**config.mk**
```make
export PLATFORM = sky130hd
export DESIGN_NAME = flash_stat_irq
export DESIGN_NICKNAME = d
export VERILOG_FILES = /design/src/rtl/fsi_pkg.sv /design/src/rtl/fsi_stat_bank.sv /design/src/rtl/fsi_ctrl_reg.sv /design/src/rtl/fsi_irq_merge.sv /design/src/rtl/flash_stat_irq.sv
export SDC_FILE = /design/constraint.sdc
export NUM_CORES = 1
export LEC_CHECK = 0
export BUFFER_PORTS_ARGS = -buffer_cell sky130_fd_sc_hd__buf_2
export CAP_MARGIN = 20
export CORE_MARGIN = 2
export CORE_UTILIZATION = 49
export CTS_CLUSTER_DIAMETER = 40
export DETAILED_ROUTE_END_ITERATION = 8
export GPL_ROUTABILITY_DRIVEN = 0
export GPL_TIMING_DRIVEN = 0
export HOLD_SLACK_MARGIN = 0.08
export PLACE_DENSITY_LB_ADDON = 0.12
export SLEW_MARGIN = 30
export SYNTH_ARGS = -nofsm -noshare
export SYNTH_HDL_FRONTEND = slang
export SYNTH_HIERARCHICAL = 1
export SYNTH_SLANG_ARGS = --single-unit
```
**constraint.sdc**
```tcl
create_clock -name clk -period 2.9 [get_ports clk]
set_clock_uncertainty 0.05 [all_clocks]
set_input_delay 0.58 -clock clk [delete_from_list [all_inputs] [get_ports clk]]
set_output_delay 0.58 -clock clk [all_outputs]
set_load 0.01 [all_outputs]
```
**src/rtl/fsi_pkg.sv**
```systemverilog
`timescale 1ns/1ps
// Shared constants for the flash status / interrupt register slice.
// Assumes RUN_POS lies above the status width and below the data width.
package fsi_pkg;
    localparam int FSI_DATA_W  = 32;
    localparam int FSI_STAT_W  = 13;
    localparam int FSI_SRC_W   = 12;
    localparam int FSI_RUN_POS = 28;

    // Status bit positions that carry behaviour (restore pattern)
    localparam int FSI_B_CTRL_RDY  = 12;
    localparam int FSI_B_FLASH_RDY = 11;

    // Register select codes
    localparam logic FSI_SEL_CTRL = 1'b0;
    localparam logic FSI_SEL_STAT = 1'b1;
endpackage

```
**src/rtl/fsi_stat_bank.sv**
```systemverilog
`timescale 1ns/1ps
// Sticky status bank: one flop per bit with set, write-one-to-clear and a
// forced load. Priority per bit: force > set > clear.
// Assumes set and clear arrive as single-cycle qualified strobes.
module fsi_stat_bank #(
    parameter int             W       = 13,
    parameter logic [W-1:0]   FORCE_V = '0
) (
    input  logic         clk,
    input  logic         rst_n,
    input  logic [W-1:0] set_i,
    input  logic [W-1:0] clr_i,
    input  logic         force_i,
    output logic [W-1:0] stat_o
);
    for (genvar i = 0; i < W; i++) begin : g_cell
        logic q;
        // Purpose: hold one status bit with force/set/clear priority
        always_ff @(posedge clk) begin
            if (!rst_n)          q <= 1'b0;
            else if (force_i)    q <= FORCE_V[i];
            else if (set_i[i])   q <= 1'b1;
            else if (clr_i[i])   q <= 1'b0;
        end
        assign stat_o[i] = q;
    end
endmodule

```
**src/rtl/fsi_ctrl_reg.sv**
```systemverilog
`timescale 1ns/1ps
// Control state: interrupt mask field (1 = source disabled) and run bit.
// Software writes take precedence over completion; a stop write on a
// running command that is not completing in the same cycle yields a
// registered one-cycle abort.
module fsi_ctrl_reg #(
    parameter int SRC_W = 12
) (
    input  logic             clk,
    input  logic             rst_n,
    input  logic             wr_i,
    input  logic [SRC_W-1:0] mask_wdata_i,
    input  logic             run_wdata_i,
    input  logic             run_done_i,
    output logic [SRC_W-1:0] mask_o,
    output logic             run_o,
    output logic             abort_o
);
    logic [SRC_W-1:0] mask_q;
    logic             run_q;
    logic             abort_q;

    // Purpose: mask field, reset to all sources disabled
    always_ff @(posedge clk) begin
        if (!rst_n)    mask_q <= '1;
        else if (wr_i) mask_q <= mask_wdata_i;
    end

    // Purpose: run bit, set/cleared by software, cleared by completion
    always_ff @(posedge clk) begin
        if (!rst_n)          run_q <= 1'b0;
        else if (wr_i)       run_q <= run_wdata_i;
        else if (run_done_i) run_q <= 1'b0;
    end

    // Purpose: one-cycle abort when software stops a live command
    always_ff @(posedge clk) begin
        if (!rst_n) abort_q <= 1'b0;
        else        abort_q <= wr_i && !run_wdata_i && run_q && !run_done_i;
    end

    assign mask_o  = mask_q;
    assign run_o   = run_q;
    assign abort_o = abort_q;
endmodule

```
**src/rtl/fsi_irq_merge.sv**
```systemverilog
`timescale 1ns/1ps
// Folds maskable status sources into one level interrupt.
// A mask bit of 1 blocks its source.
module fsi_irq_merge #(
    parameter int SRC_W = 12
) (
    input  logic [SRC_W-1:0] src_i,
    input  logic [SRC_W-1:0] mask_i,
    output logic             irq_o
);
    // Purpose: OR of all enabled, pending sources
    always_comb begin
        irq_o = |(src_i & ~mask_i);
    end
endmodule

```
**src/rtl/flash_stat_irq.sv**
```systemverilog
`timescale 1ns/1ps
// Top of the status / interrupt register slice. Decodes the register port,
// routes set pulses and clears into the status bank, holds control state
// and forms the interrupt. Read data is combinational from state.
// Assumes STAT_W = SRC_W + 1 and STAT_W < RUN_POS < DATA_W - 1.
module flash_stat_irq
    import fsi_pkg::*;
#(
    parameter int DATA_W  = FSI_DATA_W,
    parameter int STAT_W  = FSI_STAT_W,
    parameter int SRC_W   = FSI_SRC_W,
    parameter int RUN_POS = FSI_RUN_POS
) (
    input  logic              clk,
    input  logic              rst_n,
    input  logic              reg_wr,
    input  logic              reg_addr,
    input  logic [DATA_W-1:0] reg_wdata,
    output logic [DATA_W-1:0] reg_rdata,
    input  logic [STAT_W-1:0] ev_set,
    input  logic              run_done,
    input  logic              clk_restore,
    output logic              run_o,
    output logic              abort_o,
    output logic              irq_o
);
    localparam logic [STAT_W-1:0] RESTORE_V =
        STAT_W'((1 << FSI_B_CTRL_RDY) | (1 << FSI_B_FLASH_RDY));

    logic              wr_ctrl;
    logic              wr_stat;
    logic [STAT_W-1:0] stat_clr;
    logic [STAT_W-1:0] stat_q;
    logic [SRC_W-1:0]  mask_q;
    logic              unused_wdata;

    assign wr_ctrl  = reg_wr && (reg_addr == FSI_SEL_CTRL);
    assign wr_stat  = reg_wr && (reg_addr == FSI_SEL_STAT);
    assign stat_clr = wr_stat ? reg_wdata[STAT_W-1:0] : '0;
    assign unused_wdata = ^{reg_wdata[DATA_W-1:RUN_POS+1],
                            reg_wdata[RUN_POS-1:STAT_W]};

    fsi_stat_bank #(.W(STAT_W), .FORCE_V(RESTORE_V)) u_stat (
        .clk     (clk),
        .rst_n   (rst_n),
        .set_i   (ev_set),
        .clr_i   (stat_clr),
        .force_i (clk_restore),
        .stat_o  (stat_q)
    );

    fsi_ctrl_reg #(.SRC_W(SRC_W)) u_ctrl (
        .clk          (clk),
        .rst_n        (rst_n),
        .wr_i         (wr_ctrl),
        .mask_wdata_i (reg_wdata[SRC_W-1:0]),
        .run_wdata_i  (reg_wdata[RUN_POS]),
        .run_done_i   (run_done),
        .mask_o       (mask_q),
        .run_o        (run_o),
        .abort_o      (abort_o)
    );

    fsi_irq_merge #(.SRC_W(SRC_W)) u_irq (
        .src_i  (stat_q[SRC_W-1:0]),
        .mask_i (mask_q),
        .irq_o  (irq_o)
    );

    // Purpose: read mux for the two registers, unused bits read as zero
    always_comb begin
        reg_rdata = '0;
        if (reg_addr == FSI_SEL_STAT) begin
            reg_rdata[STAT_W-1:0] = stat_q;
        end else begin
            reg_rdata[SRC_W-1:0] = mask_q;
            reg_rdata[RUN_POS]   = run_o;
        end
    end
endmodule

```
# Yosys cells after proc, flatten, opt, wreduce, memory -nomap -nowiden
# Cells that the tools add are included.
[word_totals]
reg_bits = 27
out_inout_bits = 35
elab_cells = 77
[classes]
bitwise_logic = 4
n_mux = 34
n_reduce_logical = 23
[ops]
columns = ["op", "n"]
rows = [
  ["two-way mux 1 bit", 32],
  ["nonzero test 2 bit", 12],
  ["two-way mux 13 bit", 1],
  ["AND 12 bit", 1],
  ["two-way mux 12 bit", 1],
  ["NOT 12 bit", 1],
  ["OR reduction 12 bit", 1],
  ["nonzero test 3 bit", 2],
  ["logical AND 1 bit", 5],
  ["zero test 1 bit", 2],
  ["NOT 1 bit", 2],
  ["OR reduction 2 bit", 1],
]

# Depth between registers and ports, before layout
# Gate-level depths: netlist of the first run.
[depth]
ltp_word = 5
depth_mapped = 7

# By module
# Netlist of the first run, hierarchy kept.
[modules_own_cells]
columns = ["mod", "cells_per_inst", "seq_area_each_um2", "area_per_inst_um2", "n_inst"]
rows = [
  ["fsi_stat_bank", 65, 260.2, 615.6, 1],
  ["fsi_ctrl_reg", 45, 280.3, 510.5, 1],
  ["flash_stat_irq", 51, 0.0, 426.7, 1],
  ["fsi_irq_merge", 16, 0.0, 140.1, 1],
]

# Worst setup path after synthesis of the first run
# Ideal clock, no wire load.
[synth_timing]
path_kind = "input-to-output"
from = "input port reg_addr"
to = "output port reg_rdata[10]"
t_required_ps = 2270
path_buffers = 2
path_stages = 3
t_arrival_ps = 1133
setup_slack_ps = 1137
path_cell_list = "buf_6 buf_8 mux2_4"
[synth_via]
elab_chain_cells = 1
[synth_lines]
columns = ["element", "line", "source"]
rows = [
  ["from (decl)", "flash_stat_irq.sv:17", "input logic reg_addr,"],
  ["two-way mux 12 bit", "flash_stat_irq.sv:73", "if (reg_addr == FSI_SEL_STAT) begin"],
  ["to (decl)", "flash_stat_irq.sv:19", "output logic [DATA_W-1:0] reg_rdata,"],
]
# Every way passes these cells.

# Worst setup path after layout of the first run
[layout_timing]
from = "register u_stat.g_cell[11].q"
to = "output port irq_o"
[layout_via]
elab_chain_cells = 2
[layout_lines]
columns = ["element", "line", "source"]
rows = [
  ["from (decl)", "fsi_stat_bank.sv:17", "logic q;"],
  ["from (signal assigned)", "fsi_stat_bank.sv:21", "else if (force_i) q <= FORCE_V[i];"],
  ["AND 12 bit", "fsi_irq_merge.sv:13", "irq_o = |(src_i & ~mask_i);"],
  ["OR reduction 12 bit", "fsi_irq_merge.sv:13", ""],
  ["to (decl)", "flash_stat_irq.sv:25", "output logic irq_o"],
]
# Every way passes these cells.

==> results of run 1 <==
==> logic make-up after synthesis <==
group                  count (synthesis)  share of synthesized area [%]
other                                  1                          0.222
multiplexers                          24                           16.0
flip-flops                            27                           31.9
buffers and inverters                 53                           21.4
AND/OR/NAND/NOR                       55                           20.8
AO/OA/AOI/OAI                         17                           9.68
==> stage by stage <==
stage          setup slack [ns]  cells  hold WS (ns)
2_1_floorplan              1.14    194         0.396
3_3_place_gp              0.892    288         0.409
3_5_place_dp              0.883    288         0.411
4_1_cts                   0.676    292         0.346
5_1_grt                   0.592    292         0.347
6_report                  0.709    292         0.365
==> power groups by stage <==
stage	clock network (µW)	logic [µW]	registers, µW
4_1_cts	176	199	401
5_1_grt	185	216	404
3_3_place_gp	0	197	409
6_report	165	198	401
3_5_place_dp	0	198	409
2_1_floorplan	0	140	407
==> cells in the mapped netlist <==
cell	number	area [µm²]
a31o_1	1	8.76
and4bb_1	1	12.5
and3_1	13	81.3
nand3_1	1	5.00
nand2_1	13	48.8
and2_1	1	6.26
a21oi_1	1	5.00
and2b_1	2	15.0
dfxtp_1	27	541
mux2_2	8	90.1
buf_6	3	33.8
clkbuf_2	1	5.00
clkbuf_1	1	3.75
a21oi_2	10	87.6
buf_4	31	233
nor2b_1	8	50.1
a2111oi_2	3	45.0
mux2i_1	12	120
nor4b_1	1	8.76
conb_1	1	3.75
buf_2	1	5.00
inv_1	14	52.6
nand2b_1	11	68.8
buf_8	2	30.0
o31a_1	2	17.5
nor2b_4	3	41.3
mux2_4	4	60.1
nand2b_4	1	13.8
==> placed cells by master (no fill, tap or decap), types with 10 or more instances in the layout <==
master    instances
and3_1           13
mux2i_1          12
buf_4            31
conb_1           18
nand2_1          13
inv_1            14
a21oi_2          10
buf_2            49
dfxtp_1          27
nand2b_1         11
==> layout make-up <==
type,count,area share [%]
multi-input cells,114,41.0
flip-flops and latches,27,26.0
plain buffers,39,14.9
repair buffers,48,11.5
well taps,46,2.77
inverters,14,2.53
clock buffers,4,1.26
==> worst max path at each step <==
stage                                           startpoint                            end  depth (start not counted)
after floorplan                                   reg_addr                  reg_rdata[10]                          3
after detailed placement                            reg_wr  u_ctrl/mask_o[8]$_SDFFE_PN1P_                          7
final                     u_stat/g_cell[11].q$_SDFFE_PN0P_                          irq_o                          5
after global routing      u_stat/g_cell[11].q$_SDFFE_PN0P_                          irq_o                          5
after global placement                              reg_wr  u_ctrl/mask_o[8]$_SDFFE_PN1P_                          7
after CTS                 u_stat/g_cell[11].q$_SDFFE_PN0P_                          irq_o                          5
==> metal layers <==
metal	vias to the layer above	share of wire (%)	track usage [%]	wire [µm]
met3	2	5.4	4.50	178
li1	669	-	-	-
met2	38	47	30.2	1540
met1	539	48	21.8	1580
met4	0	0.42	2.50	14
met5	-	0	0	0
==> flip-flops by register name (all words and copies together) (netlist names) <==
name	count
u_stat/g_cell.q	13
u_ctrl/abort_o	1
u_ctrl/run_o	1
u_ctrl/mask_o	12
==> worst max-delay path: cells and delay by family, from the launching register on <==
kind	cells	cell delay, ns
buffers and inverters	2	0.29
AOI/OAI and AO/OA	1	0.36
and+or+nand+nor	2	0.25
DFF	1	0.33
==> summary.md, run 1 <==
| Metric | Value |
|---|---|
| Status | `complete, no violations` |
| Pint | `553 µW` |
| WHS Endpoint | `u_ctrl/abort_o$_SDFF_PN0_` |
| Max-slew violation count | `0` |
| Chip width | `62.8 µm` |
| Filler cell count | `328` |
| Via count | `1248` |
| Largest net degree at the start of global routing | `15` |
| Hold Crit Start | `reg_wdata[28]` |
| WL per Instance | `11.4 µm` |
| Yosys warning count | `6` |
| Cts hold-fix bufs | `0` |
| Die extent in y | `62.8 µm` |
| Cell Area, Synth | `1690 µm²` |
| DR DRC count | `0` |
| Synth Instances | `177` |
| TritonCTS buffer count | `3` |
| Clk pwr share | `21.6%` |
| Max IR drop VDD | `305 µV` |
| Sequential cell area | `541 µm²` |
| Hpwl dp | `2540 µm` |
| Setup crit start kind | `register` |
| Final #Nets | `298` |
| Setup CP Type | `reg -> out` |
| Final Hold Vio Count | `0` |
| Global-route wire length before repair | `5400 µm` |
| Row count | `21` |
| ANT cells | `0` |
| Net switching fraction of the power | `27.6%` |
| Sequential Power Share | `52.5%` |
| CP max stage delay | `0.36 ns` |
| Worst skew pair latency | `0.32 ns` |
| Reg2Reg Setup Slack | `2.03 ns` |
| Min-delay worst type | `in -> reg` |
| Register area share after synthesis | `31.9%` |
| Yosys reg bits | `27` |
| Clock transition at path regs | `0.14 ns` |
| Mean number of vias per cell | `4.27` |
| Critical path's slowest cell | `a2111oi_2` |
| Gr usage total | `17.3%` |
| Clk sinks | `27` |
| Total grt overflow | `0` |
| Crit Reg-Reg Startpoint | `u_ctrl/run_o$_SDFFE_PN0P_` |
| Area growth, synth to finish | `22.9%` |
| Netlist cell types | `28` |
| CTS tree | `done` |
| Ratio of cells with drive above 1 in the final layout | `48.0%` |
| Buffers on Ports | `48` |
| Switch Pwr | `211 µW` |
| DR iter-0 viols | `28` |
| WL final | `3320 µm` |
| RSZ-0062 raised after global routing | `false` |
| Fin area | `2080 µm²` |
| Placed cell area | `2050 µm²` |
| Final Total Pwr | `764 µW` |
| Critical Path Sink Type | `output port` |
| R2R depth | `2` |
| Hold Path Depth | `2` |
| Avg Cell Area, Syn | `9.56 µm²` |
| Initial antenna violation count | `0` |
| Router iterations before antenna repair | `4` |
| P per Cell Area | `367 nW/µm²` |
| Clk buf depth | `2` |
| Final min period | `2.19 ns` |
| IO Pins | `86` |
| Reg-to-reg endpoint | `u_ctrl/run_o$_SDFFE_PN0P_` |
| CTS-repair resized insts | `0` |
| Area taken by multi-input logic gates | `853 µm²` |
| WP data required | `2.27 ns` |
| Leak | `0.00110 µW` |
| Die area | `3940 µm²` |
| CP Cell Sequence | `buf_4 -> nor2b_4 -> a2111oi_2 -> nand3_1 -> buf_2` |
| CP Max Fanout | `2` |
| Final core occ | `62.4%` |
| Setup repair bufs after CTS | `0` |
| Total negative slack | `0 ns` |
| Worst EP arrival | `1.56 ns` |
| Final worst path period share | `75.6%` |
| H-tree depth | `1` |
| Final setup vio count | `0` |
| Max cap viols | `0` |
| Initial Util | `50.7%` |
| Vias in the first global route | `1191` |
| CTS root buffer | `clkbuf_4` |
| Core area | `3340 µm²` |
| Comb power frac | `25.9%` |
| Post-route ant nets | `0` |
| Max Clk Rate | `456 MHz` |
Note: power is estimated with default switching activity, not from simulation.
==> inputs of run 2 (changes only) <==
--- a/config.mk
+++ b/config.mk
@@ -5,10 +5,11 @@
 export SDC_FILE = /design/constraint.sdc
 export NUM_CORES = 1
 export LEC_CHECK = 0
+export ABC_AREA = 1
 export BUFFER_PORTS_ARGS = -buffer_cell sky130_fd_sc_hd__buf_2
 export CAP_MARGIN = 20
 export CORE_MARGIN = 2
-export CORE_UTILIZATION = 49
+export CORE_UTILIZATION = 41
 export CTS_CLUSTER_DIAMETER = 40
 export DETAILED_ROUTE_END_ITERATION = 8
 export GPL_ROUTABILITY_DRIVEN = 0
==> constraint.sdc (replaced) <==
create_clock -name clk -period 1.9 [get_ports clk]
set_clock_uncertainty 0.05 [all_clocks]
set_input_delay 0.38 -clock clk [delete_from_list [all_inputs] [get_ports clk]]
set_output_delay 0.38 -clock clk [all_outputs]
set_load 0.01 [all_outputs]
==> run 2 against run 1 <==
Net effect:
- design area rose by 3.1%
- clock power rose by 110%
- register-to-register slack got worse by 0.81 ns
- area after synthesis rose by 2.1%
- utilization fell by 9.1 points
- global-route usage fell by 0.88 points
- combinational power rose by 56%
- count of clock-buffer cells in the layout fell by 1
- cell count rose by 33%
- sequential share of layout area fell by 0.77 points
- critical path type unchanged
==> summary.md, run 2 <==
| Metric | Value |
|---|---|
| Status | `complete, no violations (unchanged)` |
| Die area | `4750 µm² (was 3940 µm²)` |
| Ratio of cells with drive above 1 in the final layout | `34.2% (was 48.0%)` |
| Sequential cell area | `541 µm² (unchanged)` |
| DR iter-0 viols | `54 (was 28)` |
| Top cells by area, synth | `dfxtp_1 31%, nand2_1 20%, buf_4 14%, inv_1 12%, a21oi_2 5.1% (was dfxtp_1 32%, buf_4 14%, mux2i_1 7.1%, mux2_2 5.3%, a21oi_2 5.2%)` |
| Clock transition at path regs | `0.10 ns (was 0.14 ns)` |
| Crit. Startpoint | `u_stat/g_cell[2].q$_SDFFE_PP0P_ (was u_stat/g_cell[11].q$_SDFFE_PN0P_)` |
| WL per Instance | `8.86 µm (was 11.4 µm)` |
| Yosys reg bits | `27 (unchanged)` |
| ANT cells | `0 (unchanged)` |
| Asr flop ratio synth | `0% (unchanged)` |
| Hpwl dp | `2660 µm (was 2540 µm)` |
| WP data required | `1.47 ns (was 2.27 ns)` |
| Gr usage total | `16.4% (was 17.3%)` |
| Buffers on Ports | `48 (unchanged)` |
| R2R depth | `2 (unchanged)` |
| Global-route wire length before repair | `5680 µm (was 5400 µm)` |
| Area growth, synth to finish | `24.0% (was 22.9%)` |
| Worst skew pair latency | `0.28 ns (was 0.32 ns)` |
| CP Max Fanout | `2 (unchanged)` |
| Number of enable flip-flop cells after synthesis | `0 (unchanged)` |
| H-tree depth | `1 (unchanged)` |
| Max Clk Rate | `614 MHz` |
| Final setup vio count | `0 (unchanged)` |
| Router iterations before antenna repair | `4 (unchanged)` |
| Final min period | `1.63 ns` |
| Most frequent cells after synthesis | `92 x nand2_1, 55 x inv_1, 33 x buf_4, 27 x dfxtp_1, 14 x nand3_1 (was 31 x buf_4, 27 x dfxtp_1, 14 x inv_1, 13 x and3_1, 13 x nand2_1)` |
| Net switching fraction of the power | `29.8% (was 27.6%)` |
| Setup crit start kind | `register (unchanged)` |
| P per Cell Area | `592 nW/µm² (was 367 nW/µm²)` |
| Clk pwr share | `27.1% (was 21.6%)` |
| Clk sinks | `27 (unchanged)` |
| Final Hold Vio Count | `0 (unchanged)` |
| IO Pins | `86 (unchanged)` |
| Ys flop type | `dfxtp_1 (unchanged)` |
| Initial antenna violation count | `0 (unchanged)` |
| Post-route ant nets | `0 (unchanged)` |
| Cell with the most instances after synthesis | `nand2_1 (was buf_4)` |
| Pre-CTS setup slack | `0.296 ns (was 0.883 ns)` |
| Total grt overflow | `0 (unchanged)` |
| Final #Nets | `391 (was 298)` |
| Comb power frac | `24.3% (was 25.9%)` |
| Sequential Power Share | `48.6% (was 52.5%)` |
| Reg-to-reg endpoint | `u_ctrl/run_o$_SDFFE_PN0P_ (unchanged)` |
| Leading cell type in the layout, fill and taps excluded | `nand2_1 (was buf_2)` |
| Core area | `4030 µm² (was 3340 µm²)` |
| Finished Layout Cells | `389 (was 292)` |
| RSZ-0062 raised after global routing | `false (unchanged)` |
| WL final | `3450 µm (was 3320 µm)` |
| Reg2Reg Setup Slack | `1.22 ns (was 2.03 ns)` |
| Max reg flops | `13 (unchanged)` |
| Vias in the first global route | `1349 (was 1191)` |
| Max cap viols | `0 (unchanged)` |
| Row count | `23 (was 21)` |
| Synth Instances | `270 (was 177)` |
| CTS root buffer | `clkbuf_8 (was clkbuf_4)` |
| Min-delay worst type | `in -> reg (unchanged)` |
| Worst EP arrival | `1.20 ns (was 1.56 ns)` |
| CP endpoint | `irq_o (unchanged)` |
| Total negative slack | `0 ns (unchanged)` |
| Switch Pwr | `378 µW (was 211 µW)` |
| Mean number of vias per cell | `3.92 (was 4.27)` |
| Hold Path Depth | `3 (was 2)` |
| Area taken by multi-input logic gates | `726 µm² (was 853 µm²)` |
| Synth top area share | `31.3% (was 31.9%)` |
| Avg Cell Area, Syn | `6.40 µm² (was 9.56 µm²)` |
| CTS tree | `done (unchanged)` |
| Max IR drop VDD | `409 µV (was 305 µV)` |
| TritonCTS buffer count | `3 (unchanged)` |
| Crit Reg-Reg Startpoint | `u_ctrl/run_o$_SDFFE_PN0P_ (unchanged)` |
| Most flop-heavy register | `u_stat/g_cell.q (unchanged)` |
| Setup CP Type | `reg -> out (unchanged)` |
| Yosys warning count | `6 (unchanged)` |
| Final worst path period share | `85.7%` |
| Chip width | `68.9 µm (was 62.8 µm)` |
| Cell Area, Synth | `1730 µm² (was 1690 µm²)` |
| CTS-repair resized insts | `0 (unchanged)` |
| Pint | `892 µW (was 553 µW)` |
| DR DRC count | `0 (unchanged)` |
| Initial Util | `42.9% (was 50.7%)` |
| Largest net degree at the start of global routing | `17 (was 15)` |
| Fin area | `2140 µm² (was 2080 µm²)` |
| Critical Path Sink Type | `output port (unchanged)` |
| Netlist cell types | `17 (was 28)` |
| Placed insts | `385 (was 288)` |
| Leak | `0.00134 µW (was 0.00110 µW)` |
| Register area share after synthesis | `31.3% (was 31.9%)` |
| Clk buf depth | `2 (unchanged)` |
| Smallest setup slack after layout | `0.271 ns (was 0.709 ns)` |
| Filler cell count | `454 (was 328)` |
| Cts hold-fix bufs | `0 (unchanged)` |
| Max-slew violation count | `0 (unchanged)` |
| Min Hold Slack | `0.266 ns (was 0.365 ns)` |
| Die extent in y | `68.9 µm (was 62.8 µm)` |
| Via count | `1523 (was 1248)` |
| Post-synth top area cell | `dfxtp_1 (unchanged)` |
| Setup repair bufs after CTS | `0 (unchanged)` |
| Most frequent cells in the layout | `92 x nand2_1, 55 x inv_1, 49 x buf_2 (was 49 x buf_2, 31 x buf_4, 27 x dfxtp_1)` |
| Placed cell area | `2100 µm² (was 2050 µm²)` |
## run 2: cell types whose count changed after synthesis, sizes merged, moves of 3 or more
cell | before | now
nor2b | 11 | 0
a21oi | 11 | 14
and3 | 13 | 0
mux2i | 12 | 0
nor2 | 0 | 22
nand3 | 1 | 14
mux2 | 12 | 0
a2111oi | 3 | 0
nand2 | 13 | 94
inv | 14 | 58
nand2b | 12 | 0
## run 2: worst min-delay path by stage
stage	start	endpoint	slack, ns
floorplan	u_stat/g_cell[7].q$_SDFFE_PP0P_	u_stat/g_cell[7].q$_SDFFE_PP0P_	0.39
global placement	u_stat/g_cell[12].q$_SDFFE_PN0P_	u_stat/g_cell[12].q$_SDFFE_PN0P_	0.40
detailed placement	u_stat/g_cell[12].q$_SDFFE_PN0P_	u_stat/g_cell[12].q$_SDFFE_PN0P_	0.40
CTS	reg_wdata[8]	u_ctrl/mask_o[8]$_SDFFE_PN1P_	0.26
global route	reg_wdata[9]	u_ctrl/mask_o[9]$_SDFFE_PN1P_	0.28
finish	reg_wdata[8]	u_ctrl/mask_o[8]$_SDFFE_PN1P_	0.27
## run 2: worst max-delay path, cell delays in order, from the launching register on
cell,delay [ns]
dfxtp_1,0.32
buf_4,0.13
nand2_1,0.06
nand2_1,0.05
nor2_1,0.12
nand3_1,0.09
buf_2,0.14
## run 2: cells by family (layout without fill, tap and decap cells)
group	after synthesis	in the layout	share of synthesized area, %
and+or+nand+nor	130	130	31.5
buffers and inverters	97	149	30.5
other	1	18	0.217
AOI/OAI and AO/OA	15	15	6.51
DFF	27	27	31.3
## run 2: power by group through the flow
stage | clock (µW) | sequential, µW | combinational [µW]
after floorplan | 0 | 628 | 218
after global placement | 0 | 630 | 310
after detailed placement | 0 | 631 | 312
after CTS | 358 | 618 | 313
after global routing | 379 | 622 | 356
final | 345 | 617 | 308
## run 2: stage by stage
step | util (%) | total power, µW
6_report | 53.2 | 1270
4_1_cts | 53.2 | 1290
3_3_place_gp | 52.0 | 940
3_5_place_dp | 52.0 | 943
5_1_grt | 53.2 | 1360
2_1_floorplan | - | 845
## run 2: cell type report
class                           count  area share [%]
Clock buffer                        3            1.93
Inverter                           58            10.2
Multi-Input combinational cell    163            33.8
Tap cell                           50            2.92
Timing Repair Buffer               48            11.2
Buffer                             39            14.4
Sequential cell                    27            25.2
Clock inverter                      1           0.350
## run 2: per-layer routing
metal | track usage (%) | vias to the layer above | part of all wire [%]
li1 | - | 864 | -
met5 | 0 | - | 0
met2 | 27.6 | 42 | 47
met3 | 2.27 | 5 | 6.4
met1 | 20.7 | 612 | 45
met4 | 7.35 | 0 | 1.7
